`src/rtl/halt_wake_pkg.sv`:
```
package halt_wake_pkg;
  localparam int NUM_EVT = 5;
  localparam int CW = 3;
  // request vector index: 0 intr, 1 nmi, 2 smi, 3 init, 4 reset; higher index wins
  localparam int IDX_INTR = 0;
  localparam int IDX_NMI  = 1;
  localparam int IDX_SMI  = 2;
  localparam int IDX_INIT = 3;
  localparam int IDX_RST  = 4;

  typedef enum logic [CW-1:0] {
    CAUSE_NONE = 3'd0,
    CAUSE_INTR = 3'd1,
    CAUSE_NMI  = 3'd2,
    CAUSE_SMI  = 3'd3,
    CAUSE_INIT = 3'd4,
    CAUSE_RST  = 3'd5
  } wake_cause_e;

  function automatic logic [NUM_EVT-1:0] pick_highest(input logic [NUM_EVT-1:0] req);
    logic [NUM_EVT-1:0] g;
    logic found;
    g = '0;
    found = 1'b0;
    for (int i = NUM_EVT-1; i >= 0; i--) begin
      if (req[i] && !found) begin
        g[i] = 1'b1;
        found = 1'b1;
      end
    end
    return g;
  endfunction

  function automatic wake_cause_e cause_of(input logic [NUM_EVT-1:0] g);
    if (g[IDX_RST])       return CAUSE_RST;
    else if (g[IDX_INIT]) return CAUSE_INIT;
    else if (g[IDX_SMI])  return CAUSE_SMI;
    else if (g[IDX_NMI])  return CAUSE_NMI;
    else if (g[IDX_INTR]) return CAUSE_INTR;
    else                  return CAUSE_NONE;
  endfunction
endpackage

```
`src/rtl/wake_arbiter.sv`:
```
module wake_arbiter
  import halt_wake_pkg::*;
(
  input  logic               clk,
  input  logic               rst_n,
  input  logic [NUM_EVT-1:0] req_i,
  output logic [NUM_EVT-1:0] grant_o,
  output logic               any_o
);
  assign grant_o = pick_highest(req_i);
  assign any_o   = |req_i;

  a_r6_single_grant: assert property (@(posedge clk) disable iff (!rst_n)
    $onehot0(grant_o));
  a_r6_grant_when_req: assert property (@(posedge clk) disable iff (!rst_n)
    any_o |-> ($countones(grant_o) == 1));
endmodule

```
`src/rtl/halt_fsm.sv`:
```
module halt_fsm #(
  parameter int AW = 32
) (
  input  logic          clk,
  input  logic          rst_n,
  input  logic          halt_retire_i,
  input  logic [AW-1:0] next_ip_i,
  input  logic          wake_fire_i,
  input  logic          grant_smi_i,
  input  logic          grant_hard_i,
  input  logic          smi_exit_i,
  input  logic          smi_rehalt_i,
  output logic          halted_o,
  output logic          lp_req_o,
  output logic [AW-1:0] saved_ip_o
);
  logic          halted_q, smm_q;
  logic [AW-1:0] saved_ip_q;
  logic          enter_halt, rehalt, smm_done;

  assign enter_halt = halt_retire_i && !halted_q;
  assign smm_done   = smi_exit_i && smm_q && !halted_q;
  assign rehalt     = smm_done && smi_rehalt_i;

  always_ff @(posedge clk or negedge rst_n) begin
    if (!rst_n) begin
      halted_q   <= 1'b0;
      smm_q      <= 1'b0;
      saved_ip_q <= '0;
    end else begin
      if (enter_halt) begin
        halted_q   <= 1'b1;
        saved_ip_q <= next_ip_i;
      end else if (rehalt) begin
        halted_q <= 1'b1;
      end else if (wake_fire_i) begin
        halted_q <= 1'b0;
      end
      if (wake_fire_i && grant_smi_i)       smm_q <= 1'b1;
      else if (wake_fire_i && grant_hard_i) smm_q <= 1'b0;
      else if (smm_done)                    smm_q <= 1'b0;
    end
  end

  assign halted_o   = halted_q;
  assign lp_req_o   = halted_q && !wake_fire_i;
  assign saved_ip_o = saved_ip_q;

  a_r2_halt_entry: assert property (@(posedge clk) disable iff (!rst_n)
    (halt_retire_i && !halted_q) |=> halted_q);
  a_r3_strobe_ignored: assert property (@(posedge clk) disable iff (!rst_n)
    (halt_retire_i && halted_q) |=> $stable(saved_ip_q));
  a_r5_wake_clears: assert property (@(posedge clk) disable iff (!rst_n)
    (wake_fire_i && !rehalt) |=> !halted_q);
  a_r5_lp_implies_halted: assert property (@(posedge clk) disable iff (!rst_n)
    lp_req_o |-> halted_q);
  a_r9_rehalt: assert property (@(posedge clk) disable iff (!rst_n)
    rehalt |=> (halted_q && $stable(saved_ip_q)));
endmodule

```
`src/rtl/resume_sel.sv`:
```
module resume_sel
  import halt_wake_pkg::*;
#(
  parameter int AW = 32
) (
  input  logic               clk,
  input  logic               rst_n,
  input  logic               wake_fire_i,
  input  logic [NUM_EVT-1:0] grant_i,
  input  logic [AW-1:0]      saved_ip_i,
  input  logic [AW-1:0]      reset_vec_i,
  input  logic [AW-1:0]      init_vec_i,
  output wake_cause_e        cause_o,
  output logic [AW-1:0]      ip_o
);
  wake_cause_e   cause_q, cause_d;
  logic [AW-1:0] ip_q, ip_d;

  function automatic logic [AW-1:0] target_of(input wake_cause_e c,
                                              input logic [AW-1:0] saved,
                                              input logic [AW-1:0] rv,
                                              input logic [AW-1:0] iv);
    case (c)
      CAUSE_RST:  return rv;
      CAUSE_INIT: return iv;
      default:    return saved;
    endcase
  endfunction

  assign cause_d = cause_of(grant_i);
  assign ip_d    = target_of(cause_d, saved_ip_i, reset_vec_i, init_vec_i);

  always_ff @(posedge clk or negedge rst_n) begin
    if (!rst_n) begin
      cause_q <= CAUSE_NONE;
      ip_q    <= '0;
    end else if (wake_fire_i) begin
      cause_q <= cause_d;
      ip_q    <= ip_d;
    end
  end

  assign cause_o = cause_q;
  assign ip_o    = ip_q;

  a_r8_reset_vector: assert property (@(posedge clk) disable iff (!rst_n)
    (wake_fire_i && grant_i[IDX_RST]) |=> (ip_q == $past(reset_vec_i)));
  a_r7_saved_pointer: assert property (@(posedge clk) disable iff (!rst_n)
    (wake_fire_i && (grant_i[IDX_INTR] || grant_i[IDX_NMI] || grant_i[IDX_SMI]))
      |=> (ip_q == $past(saved_ip_i)));
  a_r10_hold_when_idle: assert property (@(posedge clk) disable iff (!rst_n)
    !wake_fire_i |=> ($stable(ip_q) && $stable(cause_q)));
endmodule

```
`src/rtl/halt_wake_ctrl.sv`:
```
module halt_wake_ctrl
  import halt_wake_pkg::*;
#(
  parameter int AW = 32
) (
  input  logic          clk,
  input  logic          rst_n,
  input  logic          halt_retire_i,
  input  logic [AW-1:0] next_ip_i,
  input  logic          intr_flag_i,
  input  logic          evt_intr_i,
  input  logic          evt_nmi_i,
  input  logic          evt_smi_i,
  input  logic          evt_init_i,
  input  logic          evt_rst_i,
  input  logic [AW-1:0] reset_vec_i,
  input  logic [AW-1:0] init_vec_i,
  input  logic          smi_exit_i,
  input  logic          smi_rehalt_i,
  output logic          halted_o,
  output logic          lp_req_o,
  output logic [CW-1:0] wake_cause_o,
  output logic [AW-1:0] resume_ip_o
);
  logic [NUM_EVT-1:0] evt_req, evt_grant;
  logic               evt_any, wake_fire, halted_w;
  logic [AW-1:0]      saved_ip_w;
  wake_cause_e        cause_w;

  assign evt_req[IDX_INTR] = evt_intr_i && intr_flag_i;
  assign evt_req[IDX_NMI]  = evt_nmi_i;
  assign evt_req[IDX_SMI]  = evt_smi_i;
  assign evt_req[IDX_INIT] = evt_init_i;
  assign evt_req[IDX_RST]  = evt_rst_i;

  wake_arbiter u_arb (
    .clk(clk), .rst_n(rst_n), .req_i(evt_req), .grant_o(evt_grant), .any_o(evt_any)
  );

  assign wake_fire = halted_w && evt_any;

  halt_fsm #(.AW(AW)) u_fsm (
    .clk(clk), .rst_n(rst_n),
    .halt_retire_i(halt_retire_i), .next_ip_i(next_ip_i),
    .wake_fire_i(wake_fire),
    .grant_smi_i(evt_grant[IDX_SMI]),
    .grant_hard_i(evt_grant[IDX_RST] || evt_grant[IDX_INIT]),
    .smi_exit_i(smi_exit_i), .smi_rehalt_i(smi_rehalt_i),
    .halted_o(halted_w), .lp_req_o(lp_req_o), .saved_ip_o(saved_ip_w)
  );

  resume_sel #(.AW(AW)) u_res (
    .clk(clk), .rst_n(rst_n), .wake_fire_i(wake_fire), .grant_i(evt_grant),
    .saved_ip_i(saved_ip_w), .reset_vec_i(reset_vec_i), .init_vec_i(init_vec_i),
    .cause_o(cause_w), .ip_o(resume_ip_o)
  );

  assign halted_o     = halted_w;
  assign wake_cause_o = cause_w;

  a_r4_masked_intr_sleeps: assert property (@(posedge clk) disable iff (!rst_n)
    (halted_w && !intr_flag_i && !evt_nmi_i && !evt_smi_i && !evt_init_i && !evt_rst_i)
      |-> lp_req_o);
  a_r5_lp_drops_on_event: assert property (@(posedge clk) disable iff (!rst_n)
    (halted_w && evt_nmi_i) |-> !lp_req_o);
endmodule

```
`config.mk`:
```
export PLATFORM = sky130hd
export DESIGN_NAME = halt_wake_ctrl
export DESIGN_NICKNAME = d
export VERILOG_FILES = /design/src/rtl/halt_wake_pkg.sv /design/src/rtl/wake_arbiter.sv /design/src/rtl/halt_fsm.sv /design/src/rtl/resume_sel.sv /design/src/rtl/halt_wake_ctrl.sv
export SDC_FILE = /design/constraint.sdc
export NUM_CORES = 1
export LEC_CHECK = 0
export BUFFER_PORTS_ARGS = -buffer_cell sky130_fd_sc_hd__buf_2
export CORE_MARGIN = 1
export CORE_UTILIZATION = 25
export CTS_CLUSTER_DIAMETER = 100
export DETAILED_ROUTE_END_ITERATION = 8
export PLACE_DENSITY = 0.56
export SLEW_MARGIN = 10
export SYNTH_ARGS = -nofsm -noshare
export SYNTH_HDL_FRONTEND = slang
export SYNTH_HIERARCHICAL = 1
export SYNTH_SLANG_ARGS = --single-unit
```
`constraint.sdc`:
```
create_clock -name clk -period 4.5 [get_ports clk]
set_clock_uncertainty 0.1 [all_clocks]
set_input_delay 0.225 -clock clk [delete_from_list [all_inputs] [get_ports clk]]
set_output_delay 0.225 -clock clk [all_outputs]
set_load 0.03 [all_outputs]
```
==> impl_metrics.prom <==
# TYPE chip_impl_metric gauge
chip_impl_info{name="outcome",value="finished clean"} 1
chip_impl_metric{name="p_seq_share",unit="%"} 33.1
chip_impl_metric{name="power.leakage",unit="nW"} 2.162
chip_impl_metric{name="floorplan.io_pins",unit=""} 144
chip_impl_metric{name="maximum_fanout_along_the_worst_path",unit=""} 39
chip_impl_info{name="setup.worst_path.end_class",value="flop"} 1
chip_impl_metric{name="post_synth_inst_count",unit=""} 279
chip_impl_metric{name="clkLatencyLatePin",unit="ps"} 330
chip_impl_metric{name="rows",unit=""} 42
chip_impl_metric{name="drt_first_iter_violations",unit=""} 173
chip_impl_metric{name="finish.net_count",unit=""} 522
chip_impl_metric{name="route.vias.total",unit=""} 2654
chip_impl_info{name="yosysTopAreaCell",value="dfrtp_1"} 1
chip_impl_info{name="critPathLaunchType",value="primary input"} 1
chip_impl_metric{name="htreeDepth",unit=""} 3
chip_impl_metric{name="globalplace.congestion",unit=""} 0.7208
chip_impl_info{name="yosys_most_used_dff",value="dfrtp_1"} 1
chip_impl_metric{name="finalNonFillerCells",unit=""} 596
chip_impl_metric{name="max-vdd-ir-drop",unit="mV"} 0.2151
chip_impl_metric{name="wl",unit="um"} 9017
chip_impl_metric{name="post_synth_edffs",unit=""} 0
chip_impl_metric{name="critPathRequiredTime",unit="ps"} 4610
chip_impl_info{name="yosys-top-cells-area",value="dfrtp_1 (50%), mux2_4 (13%), mux2i_1 (9.3%), nor2b_1 (6.4%), a31oi_1 (5.8%)"} 1
chip_impl_metric{name="drc",unit=""} 0
chip_impl_info{name="root_buffer",value="clkbuf_16"} 1
chip_impl_metric{name="finalWorstPathRequiredPeriod",unit="ps"} 2437
chip_impl_metric{name="number_of_global_route_vias_before_repair",unit=""} 2695
chip_impl_metric{name="synth.distinct_cells",unit=""} 27
chip_impl_metric{name="synth.ff_latch_count",unit=""} 69
chip_impl_metric{name="syn_avg_cell_area",unit="sq um"} 12.30
chip_impl_metric{name="wl_per_cell",unit="um"} 15.13
chip_impl_metric{name="p_clk_share",unit="%"} 25.4
chip_impl_info{name="criticalPathCategory",value="primary input to flop"} 1
chip_impl_metric{name="cap_violations",unit=""} 0
chip_impl_info{name="min-delay-start",value="next_ip_i[19]"} 1
chip_impl_metric{name="power",unit="mW"} 3.320
chip_impl_metric{name="cts.sink_count",unit=""} 69
chip_impl_metric{name="synthDominantCellAreaShare",unit="%"} 50.31
chip_impl_metric{name="grt_usage",unit="%"} 13.09
chip_impl_info{name="holdPathEnd",value="u_fsm/saved_ip_o[19]"} 1
chip_impl_metric{name="global_route_wire_length_before_repair",unit="um"} 14150
chip_impl_metric{name="power.share.combinational",unit="%"} 41.5
chip_impl_metric{name="area_growth",unit="%"} 34.38
chip_impl_metric{name="initial_utilization",unit="%"} 25.81
chip_impl_metric{name="final_hold_viol_count",unit=""} 0
chip_impl_metric{name="timing.hold.worst_path_depth",unit=""} 2
chip_impl_metric{name="p_int",unit="mW"} 2.105
chip_impl_metric{name="grt_overflow_total",unit=""} 0
chip_impl_metric{name="reg2reg_slack",unit="ps"} 2260
chip_impl_metric{name="synth.net_count",unit=""} 386
chip_impl_metric{name="clock_tree.buffer_depth",unit=""} 2
chip_impl_metric{name="power-per-cell-area",unit="nW/um^2"} 719.8
chip_impl_metric{name="asyncSetResetFlopFracSynth",unit="%"} 100.0
chip_impl_metric{name="clkSlewWorstSetupHoldPaths",unit="ps"} 60
chip_impl_info{name="crit-reg2reg-capture",value="u_res/cause_o[0]"} 1
chip_impl_metric{name="synthesis.yosys.warnings",unit=""} 6
chip_impl_metric{name="drt_pre_antenna_iters",unit=""} 4
chip_impl_metric{name="grt_max_degree",unit=""} 70
chip_impl_metric{name="grt_antenna_before_repair",unit=""} 0
chip_impl_metric{name="syn-cell-area",unit="sq um"} 3432
chip_impl_info{name="rsz_0062_raised_after_global_routing",value="false"} 1
chip_impl_metric{name="post-route-period-util",unit="%"} 54.16
chip_impl_metric{name="chipWidth",unit="um"} 119.2
chip_impl_metric{name="tritoncts.num_buffers",unit=""} 9
chip_impl_metric{name="cp.arrival",unit="ps"} 2550
chip_impl_metric{name="power_switching",unit="mW"} 1.215
chip_impl_metric{name="relSlewSlack",unit="%"} 39.36
chip_impl_metric{name="worstMarginPinSlew",unit="ps"} 909.6
chip_impl_metric{name="final_antenna_net_count",unit=""} 0
chip_impl_metric{name="hold_slack",unit="ps"} 25.68
chip_impl_metric{name="switching_share",unit="%"} 36.58
chip_impl_info{name="timing.rr.start",value="u_fsm/halted_o"} 1
chip_impl_metric{name="drt-vias-per-instance",unit=""} 4.453
chip_impl_metric{name="port_buffers",unit=""} 143
chip_impl_metric{name="fp.dieH",unit="um"} 119.2
chip_impl_metric{name="dp_cells",unit=""} 578
chip_impl_metric{name="seq_area_frac_synth",unit="%"} 50.31
chip_impl_metric{name="number_of_antenna_diodes",unit=""} 0
chip_impl_metric{name="dp.final_hpwl",unit="um"} 6370
chip_impl_metric{name="tns",unit="ps"} 0
chip_impl_metric{name="worstRegToRegCells",unit=""} 3
chip_impl_metric{name="drive_gt1_share",unit="%"} 46.67
chip_impl_metric{name="placeableCoreArea",unit="sq um"} 13300
chip_impl_metric{name="slew_viol_final",unit=""} 0
chip_impl_metric{name="post_cts.resized_instances",unit=""} 0
chip_impl_metric{name="maxClockFrequency",unit="MHz"} 410.3
chip_impl_info{name="holdCritPathClass",value="primary input to flop"} 1
chip_impl_metric{name="report.final.setup_viol",unit=""} 0
chip_impl_info{name="cts_tree",value="built"} 1
chip_impl_metric{name="design.die.area",unit="sq um"} 14200
-- repair_timing --
item | CTS | global route
setup buffers | 0 | 0
endpoints found under the hold margin | 70 | 0
hold buffers | 2 | 0
-- state kept, by name (all words and copies together) (netlist names) --
| register | flops |
|---|---|
| u_fsm/halted_o | 1 |
| u_res/cause_o | 3 |
| u_fsm/saved_ip_o | 32 |
| u_fsm/smm_q | 1 |
| u_res/ip_o | 32 |
-- cell usage after synthesis, drive strengths merged, types with 2 or more instances --
| library cell | count |
|---|---|
| nand2b | 4 |
| and2 | 3 |
| mux2 | 32 |
| nor2 | 2 |
| a31oi | 32 |
| nor2b | 35 |
| mux2i | 32 |
| a21oi | 3 |
| buf | 18 |
| dfrtp | 69 |
| clkbuf | 5 |
| o21ai | 33 |
| inv | 2 |
-- placed cells by master (no fill, tap or decap) --
master	count
nor4b_1	1
mux2_1	2
a311oi_1	1
and2_2	1
clkbuf_1	1
a32o_1	1
buf_4	4
and2_1	2
or2_1	1
nor2_1	2
nand2b_1	3
nor4_2	1
a31oi_1	32
buf_2	142
dlygate4sd3_1	2
clkbuf_8	3
mux2i_1	32
o211ai_1	1
nor2b_1	33
mux2_4	30
nor3b_1	1
bufinv_16	3
o22a_1	1
a21oi_1	3
dfrtp_1	69
nand2_1	1
o21ai_1	33
nand2b_2	1
inv_1	2
clkbuf_16	9
nor2b_4	2
-- stage by stage --
stage	cell area [sq um]	setup WS (ps)	util, %
5_1_grt	4612	1837	34.69
6_report	4612	2063	34.69
3_5_place_dp	4232	1691	31.83
4_1_cts	4612	2048	34.69
3_3_place_gp	4232	1787	31.83
2_1_floorplan	3432	2897	-
-- how the worst max path moves through the flow --
stage	from	end	slack (ps)	depth (start not counted)
3_5_place_dp	evt_rst_i	u_res/cause_o[0]	1690	6
6_report	evt_rst_i	u_res/cause_o[0]	2060	6
4_1_cts	evt_rst_i	u_res/cause_o[0]	2050	6
3_3_place_gp	evt_rst_i	u_res/cause_o[0]	1790	6
5_1_grt	evt_rst_i	u_res/cause_o[0]	1840	6
2_1_floorplan	u_fsm/halted_o	lp_req_o	2900	2
-- power by group through the flow --
stage          combinational [mW]  clock [mW]  sequential (mW)
2_1_floorplan               0.773           0             1.37
3_3_place_gp                 1.36           0             1.10
3_5_place_dp                 1.38           0             1.10
4_1_cts                      1.39       0.870             1.10
5_1_grt                      1.49       0.901             1.13
6_report                     1.38       0.845             1.10
-- area by class of cell --
class                   instances  area (sq um)
clock buffers                  13         270.3
flip-flops and latches         69          1727
fillers                      1341          8683
multi-input cells             185          1536
clock inverters                 3         90.09
well taps                     176         220.2
inverters                       2         7.507
repair buffers                148         760.7
-- critical path, stage by stage --
cell and delay [ps]:
buf_2 580, nor4_2 120, nand2b_1 100, and2_2 580
nand2b_2 590, o22a_1 330
-- metal layers --
metal	wire, um	global-route usage [%]	part of all wire (%)
met5	0	0	0
met4	161	5.222	1.8
met2	4248	20.24	47
met3	606	4.598	6.7
met1	4001	16.58	44
-- cell families after synthesis --
logic type             Yosys count  synth area share (%)
buffers and inverters           25                 5.468
flip-flops                      69                 50.31
AO/OA/AOI/OAI                   72                 12.10
AND/OR/NAND/NOR                 49                 9.005
multiplexers                    64                 23.11
Note: power is estimated with default switching activity, not from simulation.
